[src/rtl/snd_bus_pkg.sv]
package snd_bus_pkg;

    localparam int DW       = 8;
    localparam int NUM_REGS = 15;
    localparam int IDX_W    = $clog2(NUM_REGS);

    localparam logic [IDX_W-1:0] MIX_IDX   = IDX_W'(7);
    localparam logic [IDX_W-1:0] SHAPE_IDX = IDX_W'(13);
    localparam logic [IDX_W-1:0] PORT_IDX  = IDX_W'(14);
    localparam int               DIR_BIT   = 6;

    typedef enum logic [1:0] {
        FN_IDLE   = 2'b00,
        FN_READ   = 2'b01,
        FN_WRITE  = 2'b10,
        FN_SELECT = 2'b11
    } bus_fn_e;

    typedef struct packed {
        logic [DW-1:0]                sel;
        logic [NUM_REGS-1:0][DW-1:0]  regs;
        logic                         restart;
    } regfile_st;

    // bits each register keeps
    function automatic logic [DW-1:0] reg_mask(input int idx);
        case (idx)
            1, 3, 5, 13: reg_mask = DW'(8'h0F);
            6, 8, 9, 10: reg_mask = DW'(8'h1F);
            default:     reg_mask = '1;
        endcase
    endfunction

endpackage

[src/rtl/snd_func_decode.sv]
module snd_func_decode
    import snd_bus_pkg::*;
(
    input  logic [1:0] func_i,
    output logic       rd_o,
    output logic       wr_o,
    output logic       sel_o
);
    bus_fn_e fn;

    always_comb begin
        fn    = bus_fn_e'(func_i);
        rd_o  = (fn == FN_READ);
        wr_o  = (fn == FN_WRITE);
        sel_o = (fn == FN_SELECT);
    end
endmodule

[src/rtl/snd_regfile.sv]
module snd_regfile
    import snd_bus_pkg::*;
(
    input  logic                        clk,
    input  logic                        rst_n,
    input  logic                        wr_i,
    input  logic                        sel_i,
    input  logic [DW-1:0]               bus_i,
    output logic [DW-1:0]               sel_o,
    output logic [NUM_REGS-1:0][DW-1:0] regs_o,
    output logic                        restart_o
);
    regfile_st st_d, st_q;
    logic [NUM_REGS-1:0] wr_hit;
    logic                sel_ok;

    assign sel_ok = (st_q.sel < DW'(NUM_REGS));

    for (genvar g = 0; g < NUM_REGS; g++) begin : g_hit
        assign wr_hit[g] = wr_i && sel_ok && (st_q.sel[IDX_W-1:0] == IDX_W'(g));
    end

    always_comb begin
        st_d         = st_q;
        st_d.restart = 1'b0;
        if (sel_i)
            st_d.sel = bus_i;
        for (int i = 0; i < NUM_REGS; i++) begin
            if (wr_hit[i])
                st_d.regs[i] = bus_i & reg_mask(i);
        end
        if (wr_hit[SHAPE_IDX])
            st_d.restart = 1'b1;
        if (!rst_n)
            st_d = '0;
    end

    always_ff @(posedge clk) begin
        st_q <= st_d;
    end

    assign sel_o     = st_q.sel;
    assign regs_o    = st_q.regs;
    assign restart_o = st_q.restart;
endmodule

[src/rtl/snd_read_mux.sv]
module snd_read_mux
    import snd_bus_pkg::*;
(
    input  logic [DW-1:0]               sel_i,
    input  logic [NUM_REGS-1:0][DW-1:0] regs_i,
    input  logic [DW-1:0]               gpio_i,
    output logic [DW-1:0]               rd_data_o
);
    logic port_out;

    always_comb begin
        port_out = regs_i[MIX_IDX][DIR_BIT];
        if (sel_i >= DW'(NUM_REGS))
            rd_data_o = '1;
        else if (sel_i[IDX_W-1:0] == PORT_IDX && !port_out)
            rd_data_o = gpio_i;
        else
            rd_data_o = regs_i[sel_i[IDX_W-1:0]];
    end
endmodule

[src/rtl/snd_bus_regs.sv]
module snd_bus_regs
    import snd_bus_pkg::*;
(
    input  logic        clk,
    input  logic        rst_n,
    input  logic [1:0]  func_i,
    input  logic [7:0]  bus_i,
    output logic [7:0]  bus_o,
    output logic        bus_oe_o,
    input  logic [7:0]  gpio_i,
    output logic [7:0]  gpio_o,
    output logic        gpio_oe_o,
    output logic [11:0] tone_a_o,
    output logic [11:0] tone_b_o,
    output logic [11:0] tone_c_o,
    output logic [4:0]  noise_per_o,
    output logic [2:0]  tone_dis_o,
    output logic [2:0]  noise_dis_o,
    output logic [4:0]  vol_a_o,
    output logic [4:0]  vol_b_o,
    output logic [4:0]  vol_c_o,
    output logic [15:0] env_per_o,
    output logic [3:0]  env_shape_o,
    output logic        env_restart_o
);
    logic                        rd, wr, sl;
    logic [DW-1:0]               sel;
    logic [NUM_REGS-1:0][DW-1:0] regs;

    snd_func_decode u_dec (
        .func_i (func_i),
        .rd_o   (rd),
        .wr_o   (wr),
        .sel_o  (sl)
    );

    snd_regfile u_rf (
        .clk       (clk),
        .rst_n     (rst_n),
        .wr_i      (wr),
        .sel_i     (sl),
        .bus_i     (bus_i),
        .sel_o     (sel),
        .regs_o    (regs),
        .restart_o (env_restart_o)
    );

    snd_read_mux u_rd (
        .sel_i     (sel),
        .regs_i    (regs),
        .gpio_i    (gpio_i),
        .rd_data_o (bus_o)
    );

    assign bus_oe_o    = rd;
    assign gpio_o      = regs[PORT_IDX];
    assign gpio_oe_o   = regs[MIX_IDX][DIR_BIT];
    assign tone_a_o    = {regs[1][3:0], regs[0]};
    assign tone_b_o    = {regs[3][3:0], regs[2]};
    assign tone_c_o    = {regs[5][3:0], regs[4]};
    assign noise_per_o = regs[6][4:0];
    assign tone_dis_o  = regs[MIX_IDX][2:0];
    assign noise_dis_o = regs[MIX_IDX][5:3];
    assign vol_a_o     = regs[8][4:0];
    assign vol_b_o     = regs[9][4:0];
    assign vol_c_o     = regs[10][4:0];
    assign env_per_o   = {regs[12], regs[11]};
    assign env_shape_o = regs[SHAPE_IDX][3:0];
endmodule

[config.mk]
export PLATFORM = sky130hd
export DESIGN_NAME = snd_bus_regs
export DESIGN_NICKNAME = d
export VERILOG_FILES = /design/src/rtl/snd_bus_pkg.sv /design/src/rtl/snd_func_decode.sv /design/src/rtl/snd_regfile.sv /design/src/rtl/snd_read_mux.sv /design/src/rtl/snd_bus_regs.sv
export SDC_FILE = /design/constraint.sdc
export NUM_CORES = 1
export LEC_CHECK = 0
export BUFFER_PORTS_ARGS = -buffer_cell sky130_fd_sc_hd__buf_2
export CAP_MARGIN = 20
export CORE_MARGIN = 5
export CORE_UTILIZATION = 50
export CTS_BUF_LIST = sky130_fd_sc_hd__clkbuf_16
export DETAILED_ROUTE_END_ITERATION = 8
export GPL_TIMING_DRIVEN = 0
export PLACE_DENSITY = 0.8
export SKIP_LAST_GASP = 1
export SLEW_MARGIN = 20
export SYNTH_ARGS = -nofsm -noshare
export SYNTH_HDL_FRONTEND = slang
export SYNTH_SLANG_ARGS = --single-unit
[constraint.sdc]
create_clock -name clk -period 2.5 [get_ports clk]
set_input_delay 0.125 -clock clk [delete_from_list [all_inputs] [get_ports clk]]
set_output_delay 0.125 -clock clk [all_outputs]
set_load 0.02 [all_outputs]
### Yosys cells after proc, flatten, opt, wreduce, memory -nomap -nowiden

Cells that the tools add are included.

* add/subtract/negate cells: 0
* multipliers: 0
* divide/modulo/power cells: 0
* order comparisons: 3
* equality and inequality tests: 17
* shifts and indexed selects: 0
* muxes and demuxes: 20
* bitwise gates (word level): 15
* reduce and logical (&&, ||, !) cells: 19

Operators by type and width (count)
* 8-bit 2-to-1 mux: 18
* 8-bit bitwise AND: 15
* 8-bit binary-select mux with 4-bit select: 1
* 4-bit equality test, second input constant: 7
* 1-bit logical AND: 17
* 4-bit by 3-bit equality test with 1-bit output, second input constant: 4
* 4-bit by 2-bit equality test with 1-bit output, second input constant: 2
* 8-bit by 4-bit greater-or-equal comparator with 1-bit output, second input constant: 1
* 8-bit by 4-bit < comparator with 1-bit output, second input constant: 1
* 4-bit by 5-bit < comparator with 1-bit output, second input constant: 1
* 2-bit equality test, second input constant: 2
* 4-bit by 1-bit equality test with 1-bit output, second input constant: 1
* 4-bit logical NOT: 1
* 2-bit by 1-bit equality test with 1-bit output, second input constant: 1
* 1-bit logical NOT: 1
* 1-bit 2-to-1 mux: 1

* register bits after elaboration: 129
* latch bits: 0
* memory bits (writable): 0
* bits in read-only memories: 0
* output and inout bits: 101
* logic and storage cells: 91
* memories: 0

### Longest topological paths before layout

Gate-level depths: netlist of run 1.

* depth after elaboration: 5
* mapped depth: 7
* depth with buffers taken out: 4

### Modules after synthesis

From an unflattened synthesis of run 1, not the netlist that was laid out.

* cell total of the unflattened synthesis: 509
* area total of the unflattened synthesis: 5158.7 um^2

By module, submodules not included
* snd_regfile: instances 1, cells each 390, area an instance 3998.8 um^2, seq. area each 2021.9 um^2
* snd_read_mux: instances 1, cells each 116, area an instance 1137.3 um^2, seq. area each 0.0 um^2
* snd_func_decode: instances 1, cells each 3, area an instance 22.5 um^2, seq. area each 0.0 um^2

### Worst setup path after synthesis of run 1

OpenSTA, ideal clock, no wires.

* path type: register to output
* start: register u_rf.st_q, in the netlist u_rf.sel_o[1]
* end: output bus_o[1]
* data arrival time: 1771 ps
* path slack: 604 ps
* cell stages (with the launch flop): 7
* path buffers: 3
* path through: dfxtp_1 -> buf_2 -> buf_4 -> buf_2 -> mux4_2 -> a221oi_1 -> o21ai_1

* longest elaborated chain between the ends: 4
* elaborated cells between the ends (all ways): 7
* classes of those cells: order compare: 1; eq/ne: 1; mux: 4; reduce/logical: 1

RTL lines
* start: declaration: RTL line snd_regfile.sv:13 `regfile_st st_d, st_q;`
* start signal: assignment: RTL line snd_regfile.sv:39 `st_q <= st_d;`
* 8-bit binary-select mux with 4-bit select or 4-bit equality test (tied branches): RTL line snd_read_mux.sv:18, snd_read_mux.sv:15
* 8-bit 2-to-1 mux (not written as such) or 1-bit logical AND (tied branches): RTL line snd_read_mux.sv:18, snd_read_mux.sv:15
* 8-bit 2-to-1 mux: RTL line snd_read_mux.sv:15 `else if (sel_i[IDX_W-1:0] == PORT_IDX && !port_out)`
* 8-bit 2-to-1 mux *: RTL line snd_read_mux.sv:13 `if (sel_i >= DW'(NUM_REGS))`
* end: declaration: RTL line snd_bus_regs.sv:8 `output logic [7:0] bus_o,`

Mark *: on every way between the ends. The rest lies on a longest branch, timed or not. The select of a mux whose other input is x is not followed.

### Final worst setup path of run 1

* start: register u_rf.st_q, in the netlist u_rf.sel_o[4]
* end: output bus_o[1]

* longest elaborated chain between the ends: 2

RTL lines (RTL line)
* 8-bit by 4-bit greater-or-equal comparator with 1-bit output: snd_read_mux.sv:13
* 8-bit 2-to-1 mux: snd_read_mux.sv:13

No other way between the ends.

==> results.yml, run 1 <==
clock_tree:
  clockBufferDepth: 2
  root_buffer: "clkbuf_16"
  htree_levels: 3
  total_cts_buffers: 9
  ctsHoldBuffers: 0
  cts_tree: "yes"
  clk_transition_reported_paths_ns: 0.08
  clkLatencyLatePin_ns: 0.35
  cts.sink_count: 101
drt:
  detail_route.drc_violations: 0
  via_count: 4461
  drt_first_pass_iters: 5
  route.detailed.wl_per_inst_um: 18.9
  final_antenna_net_count: 0
  routed_wirelength_um: 15900
  initialDrtViolationCount: 321
  drt-vias-per-instance: 5.32
grt:
  grt_start_max_net_pins: 19
  first_global_vias: 4530
  grt_util_all_layers_pct: 23.7
  grt-ovfl-total: 0
  antenna_found_initial: 0
  grt_pass1_wl_um: 24200
layout:
  final_layout_size_suffix_gt1_share_pct: 37.7
  final.fill_count: 922
  antenna_cells_inserted: 0
  layout_common_cells: "121 x buf_2, 100 x nor2b_1, 100 x dfxtp_1, 98 x mux2i_1, 94 x buf_4"
  synthToLayoutAreaGrowth_pct: 19.9
  multi_input_area_um2: 2700
  fin_nets: 713
  layout_commonest_cell: "buf_2"
  seq_area_um2: 2020
power:
  p_clk_share_pct: 41.7
  pwr-share-comb_pct: 11.2
  seqPwrFrac_pct: 47.2
  switching_share_pct: 26.2
  power.ir.vdd_worst_mv: 0.411
  power_density_nw_per_um2: 519
  net-switching-power_mw: 0.910
  power_leakage_nw: 3.26
  power_report.internal_total_mw: 2.56
critical_path:
  critPathMaxStageDelay_ns: 0.56
  critPathMaxFanout: 7
  rr_startpoint: "u_rf.sel_o[5]"
  critical_path.startpoint_type: "flop"
  crit_arrival_ns: 2.34
  worst_r2r_path_depth: 5
  reg2reg_setup_slack_ns: 0.32
  critical_path.slowest_cell: "or4_4"
  worst-endpoint-required_ns: 2.38
  critPathTopFamily: "simple AND/OR/NAND/NOR gates"
  cp_cell_sequence: "or4_4 -> or4_4 -> buf_6 -> o21ai_2 -> o21ai_1 -> buf_2"
  timing_worst_setup_path_type: "flop to primary output"
  worstPathBufferInverterCount: 2
  end_kind: "primary output"
  cpMostUsedCell: "or4_4"
  worst_r2r_endpoint: "u_rf.regs_o[51]"
sta:
  rsz0062_at_grt: "yes"
  setup-violations-final: 0
  period_share_pct: 98.4
  setup-tns-final_ns: 0
  relSlewSlack_pct: 54.3
  final_hold_violating_endpoints: 0
  timing.fmax_mhz: 406
  final-max-slew-violation-count: 0
  hold_slack_ns: 0.0795
  period_needed_ns: 2.46
  worst_clock_skew_ns: 0.00550
  final_critical_path_setup_slack_ns: 0.0391
  worstMarginPinSlew_ns: 0.686
logic_synthesis:
  synth_edf_count: 0
  mappedNetlistArea_um2: 5590
  synth_top_family_by_area: "multiplexers"
  synth-simple-area-share_pct: 18.8
  post_synth.cell_area_avg_um2: 9.90
  synth.mux.area_fraction_pct: 23.8
  postSynth.asyncResetShare_pct: 0
  yosysSeqAreaShare_pct: 36.2
  synth-seq-cells: 101
  mappedNetlistNets: 584
  synth_cell_type_count: 47
  adder_cell_share_of_the_synthesized_area_pct: 0
  netlist_instances: 564
  synth_flop_cell: "dfxtp_1"
  synthesis.yosys.warnings: 0
  xor_xnor_share_of_the_synthesized_area_pct: 0
  synth-compound-area-share_pct: 5.62
placement:
  worst_slack_after_detailed_placement_ns: 0.0239
  gpl.final_weighted_congestion: 0.966
  dp_wirelength_um: 11800
  io_buffers: 116
floorplan:
  floorplan.core_area_um2: 10900
  io_pins: 121
  die-area_um2: 13400
  initial_core_util_pct: 51.3
  die_h_um: 116
  die_width_um: 116
  row_count: 38
flow_run:
  maximum_capacitance_violations: 0
min_path:
  hold_start: "bus_i[4]"
  hp-class: "primary input to flop"
  holdPathEnd: "u_rf.regs_o[92]"
  worst_hold_path_cell_count: 3
status:
  outcome: "finished clean"
-- worst register-to-register path: stages (launching register included) --
cell,delay (ns)
dfxtp_1,0.35
nor4_4,0.51
buf_2,0.33
nand4_1,0.45
mux2i_1,0.32
nor2b_1,0.10
-- power groups by stage --
stage / combinational [mW] / sequential (mW) / clock [mW]
floorplan: 0.248 / 1.67 / 0
global route: 0.410 / 1.64 / 1.52
global placement: 0.368 / 1.67 / 0
finish: 0.388 / 1.64 / 1.45
CTS: 0.379 / 1.64 / 1.46
detailed placement: 0.373 / 1.68 / 0
-- flip-flops by register name, indices dropped and copies added (netlist names) --
name            count
u_rf.regs_o        92
u_rf.sel_o          8
u_rf.restart_o      1
-- metal layers --
metal | track usage (%) | vias up | routed length, µm
met3 | 4.23 | 33 | 1210
met4 | 9.44 | 0 | 480
li1 | - | 2120 | -
met2 | 39.1 | 197 | 7330
met1 | 30.9 | 2111 | 6860
met5 | 0 | - | 0
-- metrics by stage --
step / power [mW] / area, µm² / std cells / utilization, %
after detailed placement: 2.05 / 6340 / 820 / 58.2
after floorplan: 1.92 / 5590 / 564 / -
after global routing: 3.57 / 6700 / 838 / 61.5
final: 3.47 / 6700 / 838 / 61.5
after CTS: 3.47 / 6670 / 836 / 61.2
after global placement: 2.04 / 6340 / 820 / 58.2
-- layout make-up --
cell class                 instances  share of cell area, %
buffer                           133                   13.2
clock buffer                       9                   3.36
clock inverter                     7                   1.20
inverter                           3                  0.168
multi-input combinational        327                   40.3
sequential                       101                   30.2
tap                              140                   2.62
timing repair buffer             118                   8.93
-- worst max-delay path by stage --
stage                  start        to  slack [ns]  cells past startpoint
2_1_floorplan  u_rf.sel_o[1]  bus_o[1]        0.60                      6
3_3_place_gp   u_rf.sel_o[1]  bus_o[1]        0.05                      7
3_5_place_dp   u_rf.sel_o[1]  bus_o[1]        0.02                      7
4_1_cts        u_rf.sel_o[1]  bus_o[1]       -0.08                      7
5_1_grt        u_rf.sel_o[4]  bus_o[2]      -0.001                      6
6_report       u_rf.sel_o[4]  bus_o[1]        0.04                      6
-- kinds of logic after synthesis --
| family | after synthesis |
|---|---|
| simple gates | 169 |
| compound gates | 43 |
| flops | 101 |
| mux | 115 |
| buf+inv | 136 |
-- cell usage after synthesis, types with 6 or more instances --
cell | n | area (µm²)
buf_4 | 91 | 683
a21boi_0 | 8 | 60.1
mux4_2 | 14 | 315
nand2_1 | 21 | 78.8
mux2i_1 | 98 | 981
buf_2 | 10 | 50.1
nand4_1 | 10 | 62.6
dfxtp_1 | 101 | 2020
nand3_1 | 10 | 50.1
clkbuf_1 | 29 | 109
nor2_1 | 6 | 22.5
nor2b_1 | 100 | 626
-- timing repair --
item / CTS / global route
endpoints found under the setup margin: 8 / 8
gates cloned: 0 / 0
pin swaps: 0 / 0
setup buffers: 0 / 2
resized for setup: 5 / 8
No activity file was read; power rests on OpenSTA's default activity.
==> run 2: changes to the inputs <==
ABC_AREA = 1   (was unset)
==> results.yml, run 2 <==
placement:
  post_dp_cell_area_um2: 6500
  dpl.cell_count: 1139
  gpl.final_weighted_congestion: 0.998
  io_buffers: 113
  dp_wirelength_um: 14800
  worst_slack_after_detailed_placement_ns: 0.558
floorplan:
  die_width_um: 117
  initial_core_util_pct: 50.7
  row_count: 39
  io_pins: 121
  floorplan.core_area_um2: 11400
  die-area_um2: 13800
  die_h_um: 117
min_path:
  hp-class: "primary input to flop"
  hold_start: "bus_i[4]"
  worst_hold_path_cell_count: 3
  holdPathEnd: "u_rf.regs_o[68]"
critical_path:
  critPathMaxFanout: 10
  worst_r2r_endpoint: "u_rf.regs_o[0]"
  reg2reg_setup_slack_ns: 0.53
  critical_path.startpoint: "u_rf.sel_o[1]"
  worst-endpoint-required_ns: 2.38
  end_kind: "primary output"
  worst_r2r_path_depth: 8
  rr_startpoint: "u_rf.sel_o[0]"
  timing_worst_setup_path_type: "flop to primary output"
  crit_arrival_ns: 2.24
  critical_path.startpoint_type: "flop"
sta:
  period_share_pct: 94.6
  final-max-slew-violation-count: 0
  period_needed_ns: 2.37
  setup-tns-final_ns: 0
  worst_clock_skew_ns: 0.00755
  relSlewSlack_pct: 46.1
  setup-violations-final: 0
  worstMarginPinSlew_ns: 0.808
  final_critical_path_setup_slack_ns: 0.134
  rsz0062_at_grt: "no"
  timing.fmax_mhz: 423
  final_hold_violating_endpoints: 0
  hold_slack_ns: 0.0768
clock_tree:
  total_cts_buffers: 9
  clockBufferDepth: 2
  root_buffer: "clkbuf_16"
  clkLatencyLatePin_ns: 0.35
  cts.sink_count: 101
  cts_tree: "yes"
  cts_post_setup_buffers_inserted: 0
  ctsHoldBuffers: 0
  htree_levels: 3
  cts.repair.resized: 0
  clk_transition_reported_paths_ns: 0.07
power:
  power_density_nw_per_um2: 531
  power.ir.vdd_worst_mv: 0.331
  power_leakage_nw: 3.29
layout:
  antenna_cells_inserted: 0
  fin_nets: 1027
  design_area_um2: 6800
  layout_commonest_cell: "nand2_1"
  final_layout_size_suffix_gt1_share_pct: 25.2
  layout_common_cells: "283 x nand2_1, 127 x buf_2, 101 x dfxtp_1, 99 x buf_4, 81 x a21oi_1"
  synthToLayoutAreaGrowth_pct: 18.0
  max_ffs_per_register: 92
  finalNonFillerCells: 1155
logic_synthesis:
  synth_edf_count: 0
  post_synth_most_frequent_cells: "283 x nand2_1, 101 x dfxtp_1, 99 x buf_4"
  synth_cell_type_count: 20
  synthesis.yosys.warnings: 0
  share_of_yosys_cell_area_claimed_by_the_top_area_cell_type_pct: 35.1
  post-synth-top-area-cell: "dfxtp_1"
  post_synth.cell_area_avg_um2: 6.52
  synth-seq-cells: 101
  mappedNetlistNets: 903
  synth_most_common_cell: "nand2_1"
  synth_flop_cell: "dfxtp_1"
  netlist_instances: 883
  postSynth.asyncResetShare_pct: 0
  yosysSeqAreaShare_pct: 35.1
  synth.area.top_cells: "dfxtp_1 35%, nand2_1 18%, buf_4 13%"
  mappedNetlistArea_um2: 5760
drt:
  final_antenna_net_count: 0
  initialDrtViolationCount: 853
  route.detailed.wl_per_inst_um: 17.4
  detail_route.drc_violations: 0
  routed_wirelength_um: 20100
  drt-vias-per-instance: 5.57
  via_count: 6430
  drt_first_pass_iters: 6
grt:
  grt_start_max_net_pins: 17
  grt_util_all_layers_pct: 28.7
  first_global_vias: 6052
  antenna_found_initial: 0
  grt-ovfl-total: 0
  grt_pass1_wl_um: 32400
flow_run:
  maximum_capacitance_violations: 0
status:
  outcome: "finished clean"
==> run 2: cell count changes after synthesis, sizes merged, moves of 9 or more <==
| cell | before | now |
|---|---|---|
| nand2 | 21 | 286 |
| nor2b | 100 | 0 |
| mux2i | 98 | 0 |
| a21oi | 4 | 82 |
| nor2 | 6 | 82 |
| nand4 | 14 | 78 |
| inv | 3 | 39 |
| nand3 | 10 | 42 |
| mux4 | 14 | 0 |
| buf | 104 | 116 |
| o21ai | 8 | 17 |
==> run 2: layout make-up <==
| type | count | area [µm²] |
|---|---|---|
| clock inverter | 7 | 66.3 |
| sequential | 101 | 2020 |
| tap | 143 | 179 |
| buffer | 150 | 953 |
| inverter | 42 | 158 |
| timing repair buffer | 113 | 566 |
| clock buffer | 9 | 225 |
| multi-input combinational | 590 | 2630 |
| fill | 1123 | 4570 |
==> run 2: kinds of logic (layout without fill, tap and decap cells) <==
logic type	count (synthesis)	after routing	share of synthesized area [%]
AND/OR/NAND/NOR	490	490	36.7
buffers and inverters	192	321	19.3
flip-flops	101	101	35.1
AO/OA/AOI/OAI	100	100	8.91
==> run 2: critical path, stage by stage, from the launching register on <==
cell	delay (ns)
dfxtp_1	0.40
buf_2	0.27
nand2_2	0.17
nor2_4	0.23
buf_2	0.30
nand3_1	0.11
nand2_1	0.09
inv_1	0.05
nand2_1	0.09
buf_2	0.17
==> run 2: power by group <==
group	internal, mW	total [mW]	switching, mW
registers	1.63	1.64	0.0161
clock network	0.772	1.42	0.646
logic	0.137	0.545	0.407
==> run 2: worst max-delay path by stage <==
stage	to	slack [ns]	cells after the start
2_1_floorplan	bus_o[5]	0.95	10
3_3_place_gp	bus_o[3]	0.52	10
3_5_place_dp	bus_o[3]	0.56	10
4_1_cts	bus_o[3]	0.18	10
5_1_grt	bus_o[1]	0.002	12
6_report	bus_o[2]	0.13	9
==> run 2: per-stage QoR <==
step / utilization (%) / power [mW]
5_1_grt: 59.8 / 3.70
4_1_cts: 59.8 / 3.57
6_report: 59.8 / 3.61
3_3_place_gp: 57.2 / 2.20
3_5_place_dp: 57.2 / 2.20
2_1_floorplan: - / 2.02
==> run 2: per-layer routing <==
layer | GRT usage, % | share of wire, % | vias up
met5 | 0 | 0 | -
met4 | 13.1 | 3.5 | 0
met3 | 4.81 | 12 | 59
met2 | 44.1 | 45 | 451
met1 | 39.3 | 40 | 2890
li1 | - | - | 3030
==> run 3: changes to the inputs <==
CELL_PAD_IN_SITES_DETAIL_PLACEMENT = 0   (was unset)
CELL_PAD_IN_SITES_GLOBAL_PLACEMENT = 1   (was unset)
CORE_MARGIN = 2   (was 5)
CORE_UTILIZATION = 38   (was 50)
PLACE_DENSITY = 0.86   (was 0.8)
==> results.yml, run 3 (synthesis results as in run 2) <==
sta:
  worst_clock_skew_ns: 0.00750
  period_needed_ns: 2.36
  final_critical_path_setup_slack_ns: 0.135
  period_share_pct: 94.6
  final_hold_violating_endpoints: 0
  hold_slack_ns: 0.0707
  final-max-slew-violation-count: 0
  rsz0062_at_grt: "no"
  setup-violations-final: 0
  setup-tns-final_ns: 0
  timing.fmax_mhz: 423
  worstMarginPinSlew_ns: 0.856
  relSlewSlack_pct: 43.0
floorplan:
  row_count: 44
  die-area_um2: 16200
  die_width_um: 127
  io_pins: 121
  floorplan.core_area_um2: 14600
  initial_core_util_pct: 39.3
  die_h_um: 127
drt:
  drt_first_pass_iters: 5
  initialDrtViolationCount: 595
  route.detailed.wl_per_inst_um: 17.6
  drt-vias-per-instance: 5.21
  detail_route.drc_violations: 0
  routed_wirelength_um: 21000
  via_count: 6228
  final_antenna_net_count: 0
critical_path:
  critPathMaxStageDelay_ns: 0.40
  cp_cell_sequence: "buf_2 -> nand2_2 -> nor2_4 -> nand2_1 -> o21ai_0 -> nand2_1 -> buf_2"
  critical_path.startpoint_type: "flop"
  critical_path.slowest_cell: "dfxtp_1"
  end_kind: "primary output"
  reg2reg_setup_slack_ns: 0.39
  crit_arrival_ns: 2.24
  timing_worst_setup_path_type: "flop to primary output"
  critPathMaxFanout: 10
  worst-endpoint-required_ns: 2.38
placement:
  io_buffers: 113
  gpl.final_weighted_congestion: 0.960
  worst_slack_after_detailed_placement_ns: 0.454
  dp_wirelength_um: 15700
clock_tree:
  cts_post_setup_buffers_inserted: 0
  clkLatencyLatePin_ns: 0.36
  clockBufferDepth: 2
  cts.sink_count: 101
  ctsHoldBuffers: 0
  cts.repair.resized: 0
  total_cts_buffers: 9
  root_buffer: "clkbuf_16"
  htree_levels: 3
  clk_transition_reported_paths_ns: 0.07
  cts_tree: "yes"
power:
  power_leakage_nw: 3.30
  power_density_nw_per_um2: 528
  power.ir.vdd_worst_mv: 0.343
layout:
  fin_nets: 1027
  layout_commonest_cell: "nand2_1"
  final_layout_size_suffix_gt1_share_pct: 25.6
  antenna_cells_inserted: 0
  layout_common_cells: "283 x nand2_1, 127 x buf_2, 101 x dfxtp_1, 99 x buf_4, 81 x a21oi_1"
  max_ffs_per_register: 92
  synthToLayoutAreaGrowth_pct: 19.1
  final.fill_count: 1587
grt:
  first_global_vias: 5499
  grt-ovfl-total: 0
  grt_util_all_layers_pct: 25.7
  grt_pass1_wl_um: 31700
  grt_start_max_net_pins: 17
  antenna_found_initial: 0
min_path:
  hp-class: "primary input to flop"
status:
  outcome: "finished clean"
flow_run:
  maximum_capacitance_violations: 0
==> run 3: cell count changes in the layout (fill, tap and decap cells not counted), sizes merged <==
cell | before | now
buf | 229 | 227
clkbuf | 43 | 45
clkinv | 9 | 7
inv | 39 | 41
==> run 3: worst paths after layout <==
check	endpoint	cells after the start	start
worst max-delay path	bus_o[3]	7	u_rf.sel_o[1]
worst min-delay path	u_rf.sel_o[1]	3	rst_n
worst max register to register	u_rf.regs_o[6]	9	u_rf.sel_o[0]
worst min register to register	u_rf.regs_o[66]	2	u_rf.regs_o[66]
==> run 3: stage by stage <==
step           instance area, µm²  instances  total power, mW  utilization, %
4_1_cts                      6850       1196             3.62            46.8
3_3_place_gp                 6560       1180             2.21            44.8
6_report                     6860       1196             3.62            46.8
3_5_place_dp                 6560       1180             2.21            44.8
5_1_grt                      6860       1196             3.74            46.8
2_1_floorplan                5760        883             2.02               -
==> run 3: layout make-up <==
type                            count  area (µm²)  area share [%]
Buffer                            150         958            14.0
Tap cell                          184         230            3.36
Clock inverter                      7        66.3           0.967
Sequential cell                   101        2020            29.5
Timing Repair Buffer              113         566            8.25
Inverter                           42         158            2.30
Multi-Input combinational cell    590        2630            38.4
Clock buffer                        9         225            3.28
==> run 3: layer usage <==
metal  wire length (µm)  vias to the layer above  global-route usage (%)  share of wire (%)
met3               1750                       38                    4.48                8.3
li1                   -                     3033                       -                  -
met2               9250                      281                    39.2                 44
met5                  0                        -                       0                  0
met1               9460                     2876                    36.7                 45
met4                571                        0                    9.31                2.7
==> run 3: power breakdown <==
group / internal, mW / switching (mW) / total (mW) / leakage (nW)
clock network: 0.774 / 0.661 / 1.43 / 0.151
logic: 0.139 / 0.403 / 0.541 / 2.34
registers: 1.63 / 0.0163 / 1.64 / 0.816
total: 2.54 / 1.08 / 3.62 / 3.30
==> run 3: critical path, delay by kind of cell (launching register included) <==
kind / cells / cell delay (ns)
flip-flops: 1 / 0.40
AND/OR/NAND/NOR: 4 / 0.82
AO/OA/AOI/OAI: 1 / 0.23
buffers and inverters: 2 / 0.43
